===== src/rtl/fss_pkg.sv =====
package fss_pkg;
    localparam int unsigned BUS_W     = 8;
    localparam int unsigned RDY_BIT   = 7;
    localparam int unsigned EFAIL_BIT = 5;
    localparam int unsigned PFAIL_BIT = 4;

    typedef enum logic [1:0] {
        PH_IDLE    = 2'd0,
        PH_STROBE  = 2'd1,
        PH_RELEASE = 2'd2
    } phase_e;

    function automatic logic stat_ready(input logic [BUS_W-1:0] b);
        return b[RDY_BIT];
    endfunction

    function automatic logic stat_fail(input logic [BUS_W-1:0] b);
        return b[EFAIL_BIT] | b[PFAIL_BIT];
    endfunction
endpackage


===== src/rtl/fss_timer.sv =====
module fss_timer #(
    parameter int unsigned OE_CYCLES  = 2,
    parameter int unsigned REL_CYCLES = 1
) (
    input  logic clk,
    input  logic rst_n,
    input  logic start_i,
    input  logic ready_i,
    output logic oe_n_o,
    output logic capture_o,
    output logic finish_o,
    output logic busy_o
);
    import fss_pkg::*;

    localparam int unsigned MAXC  = (OE_CYCLES > REL_CYCLES) ? OE_CYCLES : REL_CYCLES;
    localparam int unsigned CNT_W = (MAXC < 2) ? 1 : $clog2(MAXC);
    localparam logic [CNT_W-1:0] OE_LAST  = CNT_W'(OE_CYCLES - 1);
    localparam logic [CNT_W-1:0] REL_LAST = CNT_W'(REL_CYCLES - 1);

    typedef struct packed {
        phase_e           ph;
        logic [CNT_W-1:0] cnt;
    } tmr_s;

    tmr_s s_d, s_q;

    always_comb begin
        s_d       = s_q;
        capture_o = 1'b0;
        finish_o  = 1'b0;
        case (s_q.ph)
            PH_IDLE: begin
                if (start_i) begin
                    s_d.ph  = PH_STROBE;
                    s_d.cnt = '0;
                end
            end
            PH_STROBE: begin
                if (s_q.cnt == OE_LAST) begin
                    capture_o = 1'b1;
                    s_d.ph    = PH_RELEASE;
                    s_d.cnt   = '0;
                end else begin
                    s_d.cnt = s_q.cnt + 1'b1;
                end
            end
            PH_RELEASE: begin
                if (s_q.cnt == REL_LAST) begin
                    s_d.cnt = '0;
                    if (ready_i) begin
                        s_d.ph   = PH_IDLE;
                        finish_o = 1'b1;
                    end else begin
                        s_d.ph = PH_STROBE;
                    end
                end else begin
                    s_d.cnt = s_q.cnt + 1'b1;
                end
            end
            default: s_d = '{ph: PH_IDLE, cnt: '0};
        endcase
    end

    always_ff @(posedge clk or negedge rst_n) begin
        if (!rst_n) s_q <= '{ph: PH_IDLE, cnt: '0};
        else        s_q <= s_d;
    end

    assign oe_n_o = (s_q.ph != PH_STROBE);
    assign busy_o = (s_q.ph != PH_IDLE);
endmodule


===== src/rtl/fss_result.sv =====
module fss_result (
    input  logic                      clk,
    input  logic                      rst_n,
    input  logic                      capture_i,
    input  logic                      finish_i,
    input  logic [fss_pkg::BUS_W-1:0] bus_i,
    input  logic                      err_clr_i,
    input  logic                      irq_en_i,
    output logic [fss_pkg::BUS_W-1:0] stat_o,
    output logic                      done_o,
    output logic                      err_o,
    output logic                      irq_o
);
    import fss_pkg::*;

    typedef struct packed {
        logic [BUS_W-1:0] stat;
        logic             done;
        logic             err;
    } res_s;

    res_s r_d, r_q;

    always_comb begin
        r_d      = r_q;
        r_d.done = finish_i;
        if (capture_i) r_d.stat = bus_i;
        if (finish_i && stat_fail(r_q.stat)) r_d.err = 1'b1;
        else if (err_clr_i)                  r_d.err = 1'b0;
    end

    always_ff @(posedge clk or negedge rst_n) begin
        if (!rst_n) r_q <= '0;
        else        r_q <= r_d;
    end

    assign stat_o = r_q.stat;
    assign done_o = r_q.done;
    assign err_o  = r_q.err;
    assign irq_o  = r_q.err & irq_en_i;
endmodule


===== src/rtl/flash_status_seq.sv =====
module flash_status_seq #(
    parameter int unsigned OE_CYCLES  = 2,
    parameter int unsigned REL_CYCLES = 1
) (
    input  logic       clk,
    input  logic       rst_n,
    input  logic       host_req_i,
    input  logic       prog_done_i,
    input  logic       auto_rd_en_i,
    input  logic       irq_en_i,
    input  logic       err_clr_i,
    input  logic [7:0] flash_io_i,
    output logic       flash_oe_n_o,
    output logic [7:0] status_o,
    output logic       busy_o,
    output logic       done_o,
    output logic       err_flag_o,
    output logic       irq_o
);
    import fss_pkg::*;

    logic start, capture, finish;

    assign start = !busy_o && (host_req_i || (auto_rd_en_i && prog_done_i));

    fss_timer #(
        .OE_CYCLES (OE_CYCLES),
        .REL_CYCLES(REL_CYCLES)
    ) u_timer (
        .clk      (clk),
        .rst_n    (rst_n),
        .start_i  (start),
        .ready_i  (stat_ready(status_o)),
        .oe_n_o   (flash_oe_n_o),
        .capture_o(capture),
        .finish_o (finish),
        .busy_o   (busy_o)
    );

    fss_result u_result (
        .clk      (clk),
        .rst_n    (rst_n),
        .capture_i(capture),
        .finish_i (finish),
        .bus_i    (flash_io_i),
        .err_clr_i(err_clr_i),
        .irq_en_i (irq_en_i),
        .stat_o   (status_o),
        .done_o   (done_o),
        .err_o    (err_flag_o),
        .irq_o    (irq_o)
    );
endmodule


===== config.mk =====
export PLATFORM = sky130hd
export DESIGN_NAME = flash_status_seq
export DESIGN_NICKNAME = d
export VERILOG_FILES = /design/src/rtl/fss_pkg.sv /design/src/rtl/fss_timer.sv /design/src/rtl/fss_result.sv /design/src/rtl/flash_status_seq.sv
export SDC_FILE = /design/constraint.sdc
export NUM_CORES = 1
export LEC_CHECK = 0
export ABC_AREA = 0
export CORE_UTILIZATION = 38
export CTS_CLUSTER_DIAMETER = 80
export DETAILED_ROUTE_END_ITERATION = 10
export GPL_ROUTABILITY_DRIVEN = 0
export PLACE_DENSITY = 0.73
export SYNTH_ARGS = -nofsm -noshare
export SYNTH_HDL_FRONTEND = slang
export SYNTH_SLANG_ARGS = --single-unit

===== constraint.sdc =====
create_clock -name clk -period 1.5 [get_ports clk]
set_input_delay 0.225 -clock clk [delete_from_list [all_inputs] [get_ports clk]]
set_output_delay 0.225 -clock clk [all_outputs]
set_load 0.005 [all_outputs]

==> impl_metrics.xml, run 1 <==
<?xml version="1.0" encoding="UTF-8"?>
<metrics>
  <group name="outcome">
    <metric name="outcome" unit="">completed</metric>
  </group>
  <group name="global_routing">
    <metric name="antenna_found_initial" unit="">0</metric>
    <metric name="grt.overflow.total" unit="">0</metric>
    <metric name="grt_max_degree" unit="">14</metric>
    <metric name="grt_pass1_vias" unit="">386</metric>
    <metric name="grt_first_pass_wirelength" unit="um">1640</metric>
    <metric name="grt_use_total" unit="">0.160</metric>
  </group>
  <group name="cts">
    <metric name="ctsLongestPathBuffers" unit="">2</metric>
    <metric name="cts.htree.levels" unit="">1</metric>
    <metric name="tritoncts" unit="">done</metric>
    <metric name="clk_transition_reported_paths" unit="ns">0.07</metric>
    <metric name="cts.hold.buffers_added" unit="">0</metric>
    <metric name="cts_sinks" unit="">13</metric>
    <metric name="clkLatencyLatePin" unit="ns">0.27</metric>
    <metric name="clock-root-buffer" unit="">sky130_fd_sc_hd__clkbuf_4</metric>
    <metric name="numCtsBuffers" unit="">3</metric>
  </group>
  <group name="timing">
    <metric name="min_period" unit="ns">1.42</metric>
    <metric name="timing.clock.skew" unit="ns">0.00271</metric>
    <metric name="worstMarginPinSlew" unit="ns">0.262</metric>
    <metric name="max_clock_freq" unit="MHz">702</metric>
    <metric name="hold_viol_final" unit="">0</metric>
    <metric name="timing.slew.headroom" unit="">0.823</metric>
    <metric name="final.setup.worst_slack" unit="ns">0.0753</metric>
    <metric name="finalSetupViolCount" unit="">0</metric>
    <metric name="min_period_over_period" unit="">0.950</metric>
    <metric name="total_negative_slack" unit="ns">0</metric>
    <metric name="report.final.slew_viol_count" unit="">0</metric>
    <metric name="grt_setup_unrepaired" unit="">false</metric>
  </group>
  <group name="die">
    <metric name="die_w" unit="um">41.1</metric>
    <metric name="floorplan.rows" unit="">13</metric>
    <metric name="effective_utilization_at_floorplan" unit="">0.426</metric>
    <metric name="floorplan.die_area" unit="sq mm">0.00169</metric>
    <metric name="floorplan.io_pins" unit="">28</metric>
    <metric name="chipHeight" unit="um">41.1</metric>
    <metric name="core_region_area" unit="sq mm">0.00137</metric>
  </group>
  <group name="layout">
    <metric name="finish.instance_area" unit="sq um">941</metric>
    <metric name="diodes" unit="">0</metric>
    <metric name="finalCoreUtilization" unit="">0.689</metric>
    <metric name="final_layout_size_suffix_gt1_frac" unit="">0.284</metric>
    <metric name="finalNetCount" unit="">90</metric>
    <metric name="area_growth_syn_to_layout" unit="%">61.7</metric>
    <metric name="total_area_of_sequential_cells" unit="sq um">325</metric>
    <metric name="multi_input_combinational_cell_area" unit="sq um">255</metric>
    <metric name="fillCellCount" unit="">112</metric>
  </group>
  <group name="setup_path">
    <metric name="regToRegSetupSlack" unit="ns">0.13</metric>
    <metric name="criticalPathCategory" unit="">register to output port</metric>
    <metric name="critPathMaxFanout" unit="">4</metric>
    <metric name="end_kind" unit="">output port</metric>
    <metric name="regToRegStartpoint" unit="">u_timer.s_q[2]</metric>
    <metric name="crit_arrival" unit="ns">1.20</metric>
    <metric name="cp_data_required_time" unit="ns">1.27</metric>
    <metric name="r2r_cells" unit="">4</metric>
    <metric name="setup.worst_path.start_class" unit="">register</metric>
    <metric name="worstReg2RegEnd" unit="">u_result.stat_o[7]</metric>
  </group>
  <group name="placement">
    <metric name="hpwlAfterDp" unit="um">822</metric>
    <metric name="preCtsSetupSlack" unit="ns">-0.00167</metric>
    <metric name="port_buffers" unit="">27</metric>
    <metric name="place_area" unit="sq um">886</metric>
  </group>
  <group name="synthesis">
    <metric name="count_of_flip_flops_with_a_built_in_enable_after_synthesis" unit="">0</metric>
    <metric name="post_synth_inst_count" unit="">38</metric>
    <metric name="synth.largest_area_cell" unit="">sky130_fd_sc_hd__dfrtp_1</metric>
    <metric name="synthArstFlopShare" unit="">1.00</metric>
    <metric name="yosys_warnings" unit="">0</metric>
    <metric name="yosysMostFrequentCell" unit="">sky130_fd_sc_hd__dfrtp_1</metric>
    <metric name="dominantRegCellSynth" unit="">sky130_fd_sc_hd__dfrtp_1</metric>
    <metric name="syn_area_per_cell" unit="sq um">15.3</metric>
    <metric name="synth-seq-area-share" unit="">0.559</metric>
    <metric name="synth_area" unit="sq um">582</metric>
    <metric name="netlist-cell-type-count" unit="">17</metric>
    <metric name="synth_fp_nets" unit="">53</metric>
    <metric name="synth_area_leaders" unit="">sky130_fd_sc_hd__dfrtp_1, sky130_fd_sc_hd__mux2_4, sky130_fd_sc_hd__nand3b_4</metric>
    <metric name="synthDominantCellAreaShare" unit="">0.559</metric>
    <metric name="ys_top_cells_by_count" unit="">sky130_fd_sc_hd__dfrtp_1, sky130_fd_sc_hd__mux2_4, sky130_fd_sc_hd__nand2b_1, sky130_fd_sc_hd__or2_2</metric>
    <metric name="postSynthRegisterBits" unit="">13</metric>
  </group>
  <group name="routing">
    <metric name="post-route-drc-count" unit="">0</metric>
    <metric name="routed_wire_per_std_cell" unit="um">12.3</metric>
    <metric name="detailroute.via_count" unit="">432</metric>
    <metric name="dr.pass1.iters" unit="">2</metric>
    <metric name="ant_nets" unit="">0</metric>
    <metric name="vias_per_cell" unit="">4.85</metric>
    <metric name="drt_first_iter_violations" unit="">8</metric>
    <metric name="totalWireLength" unit="um">1100</metric>
  </group>
  <group name="pwr">
    <metric name="cellLeakagePower" unit="nW">0.449</metric>
    <metric name="report.power.total" unit="mW">1.81</metric>
    <metric name="power.density" unit="mW/mm^2">1920</metric>
    <metric name="power.ir.vdd_worst" unit="mV">1.01</metric>
  </group>
  <group name="worst_hold_path">
    <metric name="worstHoldPathType" unit="">input port to async pin</metric>
  </group>
  <group name="job">
    <metric name="max_cap_viol_count" unit="">0</metric>
  </group>
</metrics>
-- what timing repair did --
item	CTS	global route
cloned	0	0
setup buffers	1	2
resized for setup	4	1
setup endpoints to repair	3	1
-- cell usage in the layout (no fill, tap or decap), types with 3 or more instances in the layout --
cell type,count
sky130_fd_sc_hd__dfrtp_1,13
sky130_fd_sc_hd__clkdlybuf4s50_1,24
sky130_fd_sc_hd__clkbuf_4,3
sky130_fd_sc_hd__mux2_4,8
sky130_fd_sc_hd__dlygate4sd2_1,3
sky130_fd_sc_hd__buf_4,6
-- routing by layer --
metal  routed length (um)  GRT usage
met5                    0          0
met4                    0     0.0242
met3                   93      0.103
met2                  530      0.246
met1                  474      0.189
-- metrics by stage --
step | hold slack, ns | std cells
5_1_grt | 0.254 | 89
4_1_cts | 0.253 | 87
3_3_place_gp | 0.495 | 82
3_5_place_dp | 0.492 | 82
2_1_floorplan | -0.0706 | 38
6_report | 0.252 | 89
-- worst max-delay path, stage by stage, from the launching register on --
cell                            delay [ns]
sky130_fd_sc_hd__dfrtp_1              0.39
sky130_fd_sc_hd__buf_4                0.13
sky130_fd_sc_hd__nand2b_4             0.14
sky130_fd_sc_hd__dlygate4sd2_1        0.26
-- flip-flops by register name, indices dropped and copies added, names as in the netlist --
register / count
u_result.stat_o: 8
u_result.err_o: 1
u_result.done_o: 1
u_timer.s_q: 3
-- area by class of cell --
class | count | share of cell area
Clock buffer | 4 | 0.0279
Inverter | 1 | 0.00399
Multi-Input combinational cell | 23 | 0.271
Sequential cell | 13 | 0.346
Tap cell | 15 | 0.0199
Timing Repair Buffer | 33 | 0.331
-- cells by family (layout without fill, tap and decap cells) --
family | after synthesis | after routing | synth area share
flip-flops | 13 | 13 | 0.559
AND/OR/NAND/NOR | 10 | 10 | 0.148
multiplexers | 8 | 8 | 0.206
AO/OA/AOI/OAI | 5 | 5 | 0.0667
buffers and inverters | 2 | 38 | 0.0194
-- worst max path at each step --
stage,startpoint,end,slack [ns]
after detailed placement,irq_en_i,irq_o,-0.002
after CTS,u_timer.s_q[1],busy_o,0.02
after global routing,u_result.stat_o[7],status_o[7],0.002
after global placement,irq_en_i,irq_o,0.01
final,u_timer.s_q[2],flash_oe_n_o,0.08
after floorplan,u_timer.s_q[1],u_timer.s_q[1],0.41
-- report_power, final --
part / internal, mW / switching (mW) / total [mW]
clock network: 0.103 / 0.105 / 0.208
logic: 0.684 / 0.278 / 0.963
registers: 0.515 / 0.123 / 0.638
total: 1.30 / 0.506 / 1.81
Power figures use the tool's default switching activity.
==> run 2: changes to the inputs <==
--- a/config.mk
+++ b/config.mk
@@ -8,3 +8,4 @@
 export ABC_AREA = 0
-export CORE_UTILIZATION = 38
+export CORE_ASPECT_RATIO = 1.2
+export CORE_UTILIZATION = 34
 export CTS_CLUSTER_DIAMETER = 80
@@ -12,3 +13,3 @@
 export GPL_ROUTABILITY_DRIVEN = 0
-export PLACE_DENSITY = 0.73
+export PLACE_DENSITY = 0.69
 export SYNTH_ARGS = -nofsm -noshare
==> constraint.sdc (replaced) <==
create_clock -name clk -period 1.15 [get_ports clk]
set_input_delay 0.1725 -clock clk [delete_from_list [all_inputs] [get_ports clk]]
set_output_delay 0.1725 -clock clk [all_outputs]
set_load 0.05 [all_outputs]
==> run 2 against run 1 <==
The run now ends with negative setup slack left; clock-buffer cell count unchanged; first-iteration DRC count fell by 63%; sequential cell count unchanged; highest routed layer is now met4; clock power grew 33%; sequential share of layout area is 5.7 points lower; critical path depth decreased by 1; total power increased by 120%; non-clock buffer count grew 5.
==> impl_metrics.xml, run 2 (synthesized netlist as in run 1, its figures left out) <==
<?xml version="1.0" encoding="UTF-8"?>
<metrics>
  <group name="outcome">
    <metric name="outcome" unit="">finished with violations</metric>
    <metric name="violations" unit="">negative setup slack</metric>
  </group>
  <group name="routing">
    <metric name="met2RoutedLength" unit="um">607</metric>
    <metric name="detailroute.via_count" unit="">461</metric>
    <metric name="met1Wirelength" unit="um">528</metric>
    <metric name="dr.max_layer_used" unit="">met4</metric>
    <metric name="ant_nets" unit="">0</metric>
    <metric name="dr.pass1.iters" unit="">3</metric>
    <metric name="met3WireLength" unit="um">66</metric>
    <metric name="routed_wire_per_std_cell" unit="um">12.6</metric>
    <metric name="totalWireLength" unit="um">1220</metric>
    <metric name="vias_per_cell" unit="">4.75</metric>
    <metric name="post-route-drc-count" unit="">0</metric>
    <metric name="drt_first_iter_violations" unit="">3</metric>
  </group>
  <group name="job">
    <metric name="max_cap_viol_count" unit="">0</metric>
  </group>
  <group name="layout">
    <metric name="diodes" unit="">0</metric>
    <metric name="final_layout_size_suffix_gt1_frac" unit="">0.570</metric>
    <metric name="most-common-layout-cells" unit="">sky130_fd_sc_hd__clkdlybuf4s50_1, sky130_fd_sc_hd__buf_12, sky130_fd_sc_hd__dfrtp_1, sky130_fd_sc_hd__mux2_4, sky130_fd_sc_hd__buf_4</metric>
    <metric name="layout_commonest_cell" unit="">sky130_fd_sc_hd__clkdlybuf4s50_1</metric>
    <metric name="finalCoreUtilization" unit="">0.702</metric>
    <metric name="finalNetCount" unit="">95</metric>
    <metric name="multi_input_combinational_cell_area" unit="sq um">268</metric>
    <metric name="total_area_of_sequential_cells" unit="sq um">329</metric>
    <metric name="number_of_flip_flops_in_the_largest_register" unit="">8</metric>
    <metric name="fillCellCount" unit="">99</metric>
    <metric name="number_of_non_filler_instances_in_the_completed_layout" unit="">97</metric>
    <metric name="area_growth_syn_to_layout" unit="%">95.7</metric>
  </group>
  <group name="die">
    <metric name="effective_utilization_at_floorplan" unit="">0.359</metric>
    <metric name="die_w" unit="um">39.8</metric>
    <metric name="chipHeight" unit="um">47.3</metric>
    <metric name="floorplan.die_area" unit="sq mm">0.00188</metric>
    <metric name="floorplan.io_pins" unit="">28</metric>
    <metric name="floorplan.rows" unit="">16</metric>
    <metric name="core_region_area" unit="sq mm">0.00162</metric>
  </group>
  <group name="pwr">
    <metric name="power.ir.vdd_worst" unit="mV">2.07</metric>
    <metric name="power.density" unit="mW/mm^2">3420</metric>
    <metric name="report.power.total" unit="mW">3.90</metric>
    <metric name="cellLeakagePower" unit="nW">0.538</metric>
  </group>
  <group name="global_routing">
    <metric name="antenna_found_initial" unit="">0</metric>
    <metric name="grt_pass1_vias" unit="">417</metric>
    <metric name="grt_use_total" unit="">0.146</metric>
    <metric name="grt.overflow.total" unit="">0</metric>
    <metric name="grt_first_pass_wirelength" unit="um">1780</metric>
    <metric name="grt_max_degree" unit="">14</metric>
  </group>
  <group name="cts">
    <metric name="clk_transition_reported_paths" unit="ns">0.08</metric>
    <metric name="cts.htree.levels" unit="">1</metric>
    <metric name="clock-root-buffer" unit="">sky130_fd_sc_hd__clkbuf_4</metric>
    <metric name="numCtsBuffers" unit="">3</metric>
    <metric name="tritoncts" unit="">done</metric>
    <metric name="clkLatencyLatePin" unit="ns">0.27</metric>
    <metric name="cts_sinks" unit="">13</metric>
    <metric name="ctsLongestPathBuffers" unit="">2</metric>
    <metric name="cts.hold.buffers_added" unit="">0</metric>
  </group>
  <group name="placement">
    <metric name="dpl.cell_count" unit="">87</metric>
    <metric name="port_buffers" unit="">27</metric>
    <metric name="hpwlAfterDp" unit="um">887</metric>
  </group>
  <group name="setup_path">
    <metric name="cp_data_required_time" unit="ns">0.98</metric>
    <metric name="setup.worst_path.start_class" unit="">register</metric>
    <metric name="crit_arrival" unit="ns">1.12</metric>
    <metric name="end_kind" unit="">output port</metric>
    <metric name="critPathMaxFanout" unit="">4</metric>
    <metric name="criticalPathCategory" unit="">register to output port</metric>
  </group>
  <group name="timing">
    <metric name="finalSetupViolCount" unit="">10</metric>
    <metric name="total_negative_slack" unit="ns">-1.18</metric>
    <metric name="hold_viol_final" unit="">0</metric>
    <metric name="final.setup.worst_slack" unit="ns">-0.144</metric>
    <metric name="max_clock_freq" unit="MHz">773</metric>
    <metric name="report.final.slew_viol_count" unit="">0</metric>
    <metric name="timing.slew.headroom" unit="">0.833</metric>
    <metric name="min_period_over_period" unit="">1.13</metric>
    <metric name="worstMarginPinSlew" unit="ns">0.247</metric>
    <metric name="min_period" unit="ns">1.29</metric>
    <metric name="timing.clock.skew" unit="ns">0.00168</metric>
    <metric name="grt_setup_unrepaired" unit="">true</metric>
  </group>
  <group name="worst_hold_path">
    <metric name="worstHoldPathType" unit="">input port to async pin</metric>
  </group>
</metrics>
[run 2: cell count changes in the layout (fill, tap and decap cells not counted), sizes merged]
cell,previous run,this run
clkdlybuf4s50,24,14
dlygate4sd2,3,0
buf,6,24
[run 2: path summary, 6_finish.rpt]
path	startpoint	to	slack, ns	cells after the start
max in group asynchronous	rst_n	u_result.stat_o[4]	0.77	2
worst max register to register	u_timer.s_q[2]	u_result.stat_o[5]	-0.12	3
worst min register to register	u_result.stat_o[4]	u_result.stat_o[4]	0.57	1
worst max-delay path	u_timer.s_q[1]	busy_o	-0.14	2
worst min-delay path	rst_n	u_result.stat_o[6]	0.21	2
min in group clk	flash_io_i[7]	u_result.stat_o[7]	0.51	2
[run 2: power breakdown]
part / internal, mW / switching (mW)
Clock: 0.134 / 0.142
Combinational: 1.51 / 1.20
Sequential: 0.683 / 0.234
Total: 2.33 / 1.57
[run 2: final cells by class]
class,count,area share
Timing Repair Buffer,38,0.430
Tap cell,18,0.0198
Clock buffer,4,0.0231
Inverter,1,0.00330
Multi-Input combinational cell,23,0.235
Sequential cell,13,0.289
[run 2: repair_timing]
| action | 4_1_cts | 5_1_grt |
|---|---|---|
| buffers inserted | 4 | 2 |
| setup endpoints to repair | 3 | 13 |
| resized for setup | 6 | 5 |
| pin swaps | 1 | 2 |
[run 2: stage by stage]
stage          area (sq um)  setup slack [ns]  hold WS [ns]
4_1_cts                1100            -0.141         0.206
2_1_floorplan           588           -0.0272        -0.123
6_report               1140            -0.144         0.209
3_5_place_dp           1030            0.0275         0.508
5_1_grt                1140            -0.184         0.211
3_3_place_gp           1030            0.0340         0.496
[run 2: critical path, cell delays in order, from the launching register on]
cell,delay (ns)
sky130_fd_sc_hd__dfrtp_1,0.41
sky130_fd_sc_hd__or2_4,0.28
sky130_fd_sc_hd__buf_8,0.15
[run 2: routing by layer]
metal	track usage	vias up
li1	-	225
met1	0.188	214
met5	0	-
met2	0.226	20
met3	0.0427	2
met4	0.0621	0
==> run 3: changes to the inputs <==
SETUP_SLACK_MARGIN = 0.3   (was unset)
==> run 3 against run 2 <==
Largest cell class unchanged; the run still ends with negative setup slack left; largest power group unchanged; register-to-register slack hardly changed; cell count is 4.1% higher; sequential cell count unchanged; setup slack better by 0.0054 ns; clock skew about the same; fmax up 0.42%; utilization rose by 3.5 points; sequential power increased by 0.9%; highest routed layer unchanged; sequential share of layout area is 1.3 points lower; worst hold slack lost 0.0092 ns; clock power is essentially flat; global-route usage increased by 3.2 points.
==> impl_metrics.xml, run 3 (synthesized netlist as in run 1, its figures left out) <==
<?xml version="1.0" encoding="UTF-8"?>
<metrics>
  <group name="layout">
    <metric name="fillCellCount" unit="">113</metric>
    <metric name="diodes" unit="">0</metric>
    <metric name="finish.instance_area" unit="sq mm">0.00120</metric>
    <metric name="finalCoreUtilization" unit="">0.738</metric>
    <metric name="number_of_flip_flops_in_the_largest_register" unit="">8</metric>
    <metric name="most-common-layout-cells" unit="">sky130_fd_sc_hd__clkdlybuf4s50_1, sky130_fd_sc_hd__buf_12, sky130_fd_sc_hd__buf_4, sky130_fd_sc_hd__dfrtp_1, sky130_fd_sc_hd__mux2_4</metric>
    <metric name="number_of_non_filler_instances_in_the_completed_layout" unit="">101</metric>
    <metric name="layout_commonest_cell" unit="">sky130_fd_sc_hd__clkdlybuf4s50_1</metric>
    <metric name="area_growth_syn_to_layout" unit="%">106</metric>
    <metric name="final_layout_size_suffix_gt1_frac" unit="">0.614</metric>
    <metric name="finalNetCount" unit="">99</metric>
  </group>
  <group name="routing">
    <metric name="drt_first_iter_violations" unit="">2</metric>
    <metric name="routed_wire_per_std_cell" unit="um">14.1</metric>
    <metric name="ant_nets" unit="">0</metric>
    <metric name="vias_per_cell" unit="">4.72</metric>
    <metric name="dr.pass1.iters" unit="">2</metric>
    <metric name="detailroute.via_count" unit="">477</metric>
    <metric name="totalWireLength" unit="um">1430</metric>
    <metric name="post-route-drc-count" unit="">0</metric>
  </group>
  <group name="global_routing">
    <metric name="grt.overflow.total" unit="">0</metric>
    <metric name="grt_use_total" unit="">0.178</metric>
    <metric name="grt_pass1_vias" unit="">485</metric>
    <metric name="grt_max_degree" unit="">14</metric>
    <metric name="antenna_found_initial" unit="">0</metric>
    <metric name="grt_first_pass_wirelength" unit="um">2140</metric>
  </group>
  <group name="timing">
    <metric name="timing.clock.skew" unit="ns">0.00204</metric>
    <metric name="min_period_over_period" unit="">1.12</metric>
    <metric name="grt_setup_unrepaired" unit="">true</metric>
    <metric name="max_clock_freq" unit="MHz">776</metric>
    <metric name="total_negative_slack" unit="ns">-1.14</metric>
    <metric name="finalSetupViolCount" unit="">12</metric>
    <metric name="hold_viol_final" unit="">0</metric>
    <metric name="min_period" unit="ns">1.29</metric>
    <metric name="timing.slew.headroom" unit="">0.868</metric>
    <metric name="report.final.slew_viol_count" unit="">0</metric>
    <metric name="final.hold.worst_slack" unit="ns">0.200</metric>
    <metric name="final.setup.worst_slack" unit="ns">-0.139</metric>
    <metric name="worstMarginPinSlew" unit="ns">0.198</metric>
  </group>
  <group name="cts">
    <metric name="tritoncts" unit="">done</metric>
    <metric name="clock-root-buffer" unit="">sky130_fd_sc_hd__clkbuf_4</metric>
    <metric name="clkLatencyLatePin" unit="ns">0.27</metric>
    <metric name="cts_sinks" unit="">13</metric>
    <metric name="ctsLongestPathBuffers" unit="">2</metric>
    <metric name="cts.htree.levels" unit="">1</metric>
    <metric name="cts.hold.buffers_added" unit="">0</metric>
    <metric name="numCtsBuffers" unit="">3</metric>
    <metric name="clk_transition_reported_paths" unit="ns">0.07</metric>
  </group>
  <group name="setup_path">
    <metric name="end_kind" unit="">output port</metric>
    <metric name="setup.worst_path.start_class" unit="">register</metric>
    <metric name="cp_data_required_time" unit="ns">0.98</metric>
    <metric name="crit_arrival" unit="ns">1.12</metric>
    <metric name="critPathMaxFanout" unit="">4</metric>
    <metric name="criticalPathCategory" unit="">register to output port</metric>
    <metric name="r2r_cells" unit="">3</metric>
  </group>
  <group name="pwr">
    <metric name="internal_power" unit="mW">2.44</metric>
    <metric name="power.share.sequential" unit="">0.227</metric>
    <metric name="report.power.total" unit="mW">4.08</metric>
    <metric name="cellLeakagePower" unit="nW">0.568</metric>
    <metric name="power.density" unit="mW/mm^2">3410</metric>
    <metric name="power_frac_comb" unit="">0.706</metric>
    <metric name="switching_share" unit="">0.402</metric>
    <metric name="power.ir.vdd_worst" unit="mV">2.17</metric>
    <metric name="switching_power" unit="mW">1.64</metric>
    <metric name="power.share.clock" unit="">0.067</metric>
  </group>
  <group name="job">
    <metric name="max_cap_viol_count" unit="">0</metric>
  </group>
  <group name="die">
    <metric name="effective_utilization_at_floorplan" unit="">0.359</metric>
    <metric name="floorplan.die_area" unit="sq mm">0.00188</metric>
    <metric name="core_region_area" unit="sq mm">0.00162</metric>
    <metric name="floorplan.io_pins" unit="">28</metric>
    <metric name="die_w" unit="um">39.8</metric>
    <metric name="chipHeight" unit="um">47.3</metric>
    <metric name="floorplan.rows" unit="">16</metric>
  </group>
  <group name="outcome">
    <metric name="outcome" unit="">finished with violations</metric>
    <metric name="violations" unit="">negative setup slack</metric>
  </group>
  <group name="placement">
    <metric name="place_area" unit="sq mm">0.00104</metric>
    <metric name="preCtsSetupSlack" unit="ns">0.00881</metric>
    <metric name="dpl.cell_count" unit="">87</metric>
    <metric name="port_buffers" unit="">27</metric>
    <metric name="hpwlAfterDp" unit="um">976</metric>
  </group>
  <group name="worst_hold_path">
    <metric name="worstHoldPathType" unit="">input port to async pin</metric>
  </group>
</metrics>
run 3: worst paths after layout:
kind                                    startpoint            endpoint  slack [ns]
worst max-delay path                u_timer.s_q[1]              busy_o       -0.14
worst min-delay path                         rst_n  u_result.stat_o[2]        0.20
worst max register to register      u_timer.s_q[2]  u_result.stat_o[1]       -0.11
worst min register to register  u_result.stat_o[5]  u_result.stat_o[5]        0.58
max in group asynchronous                    rst_n  u_result.stat_o[4]        0.78
min in group clk                         err_clr_i      u_result.err_o        0.51
run 3: final cells by class:
type / count / area, sq um / share of cell area
repair buffers: 42 / 527 / 0.440
clock buffers: 4 / 26.3 / 0.0220
well taps: 18 / 22.5 / 0.0188
multi-input cells: 23 / 287 / 0.240
flip-flops and latches: 13 / 330 / 0.276
inverters: 1 / 3.75 / 0.00314
run 3: worst max-delay path: stages, from the launching register on:
cell	delay [ns]
sky130_fd_sc_hd__dfrtp_2	0.44
sky130_fd_sc_hd__or2_4	0.25
sky130_fd_sc_hd__buf_6	0.15
run 3: repair_timing:
item / in CTS / in global routing
pin swaps: 3 / 2
setup endpoints to repair: 26 / 26
setup buffers: 7 / 3
gates cloned: 0 / 0
resized for setup: 8 / 5
run 3: routing by layer:
layer	GRT usage	routed length, um	vias to the layer above
li1	-	-	227
met1	0.219	521	228
met2	0.279	818	20
met3	0.0616	78	2
met4	0.0828	10	0
met5	0	0	-
run 3: power by group through the flow:
stage	sequential [mW]	combinational [mW]	clock (mW)
final	0.924	2.88	0.275
after global placement	0.926	2.40	0
after global routing	0.954	3.00	0.310
after CTS	0.929	2.71	0.286
after detailed placement	0.945	2.43	0
after floorplan	1.36	0.854	0
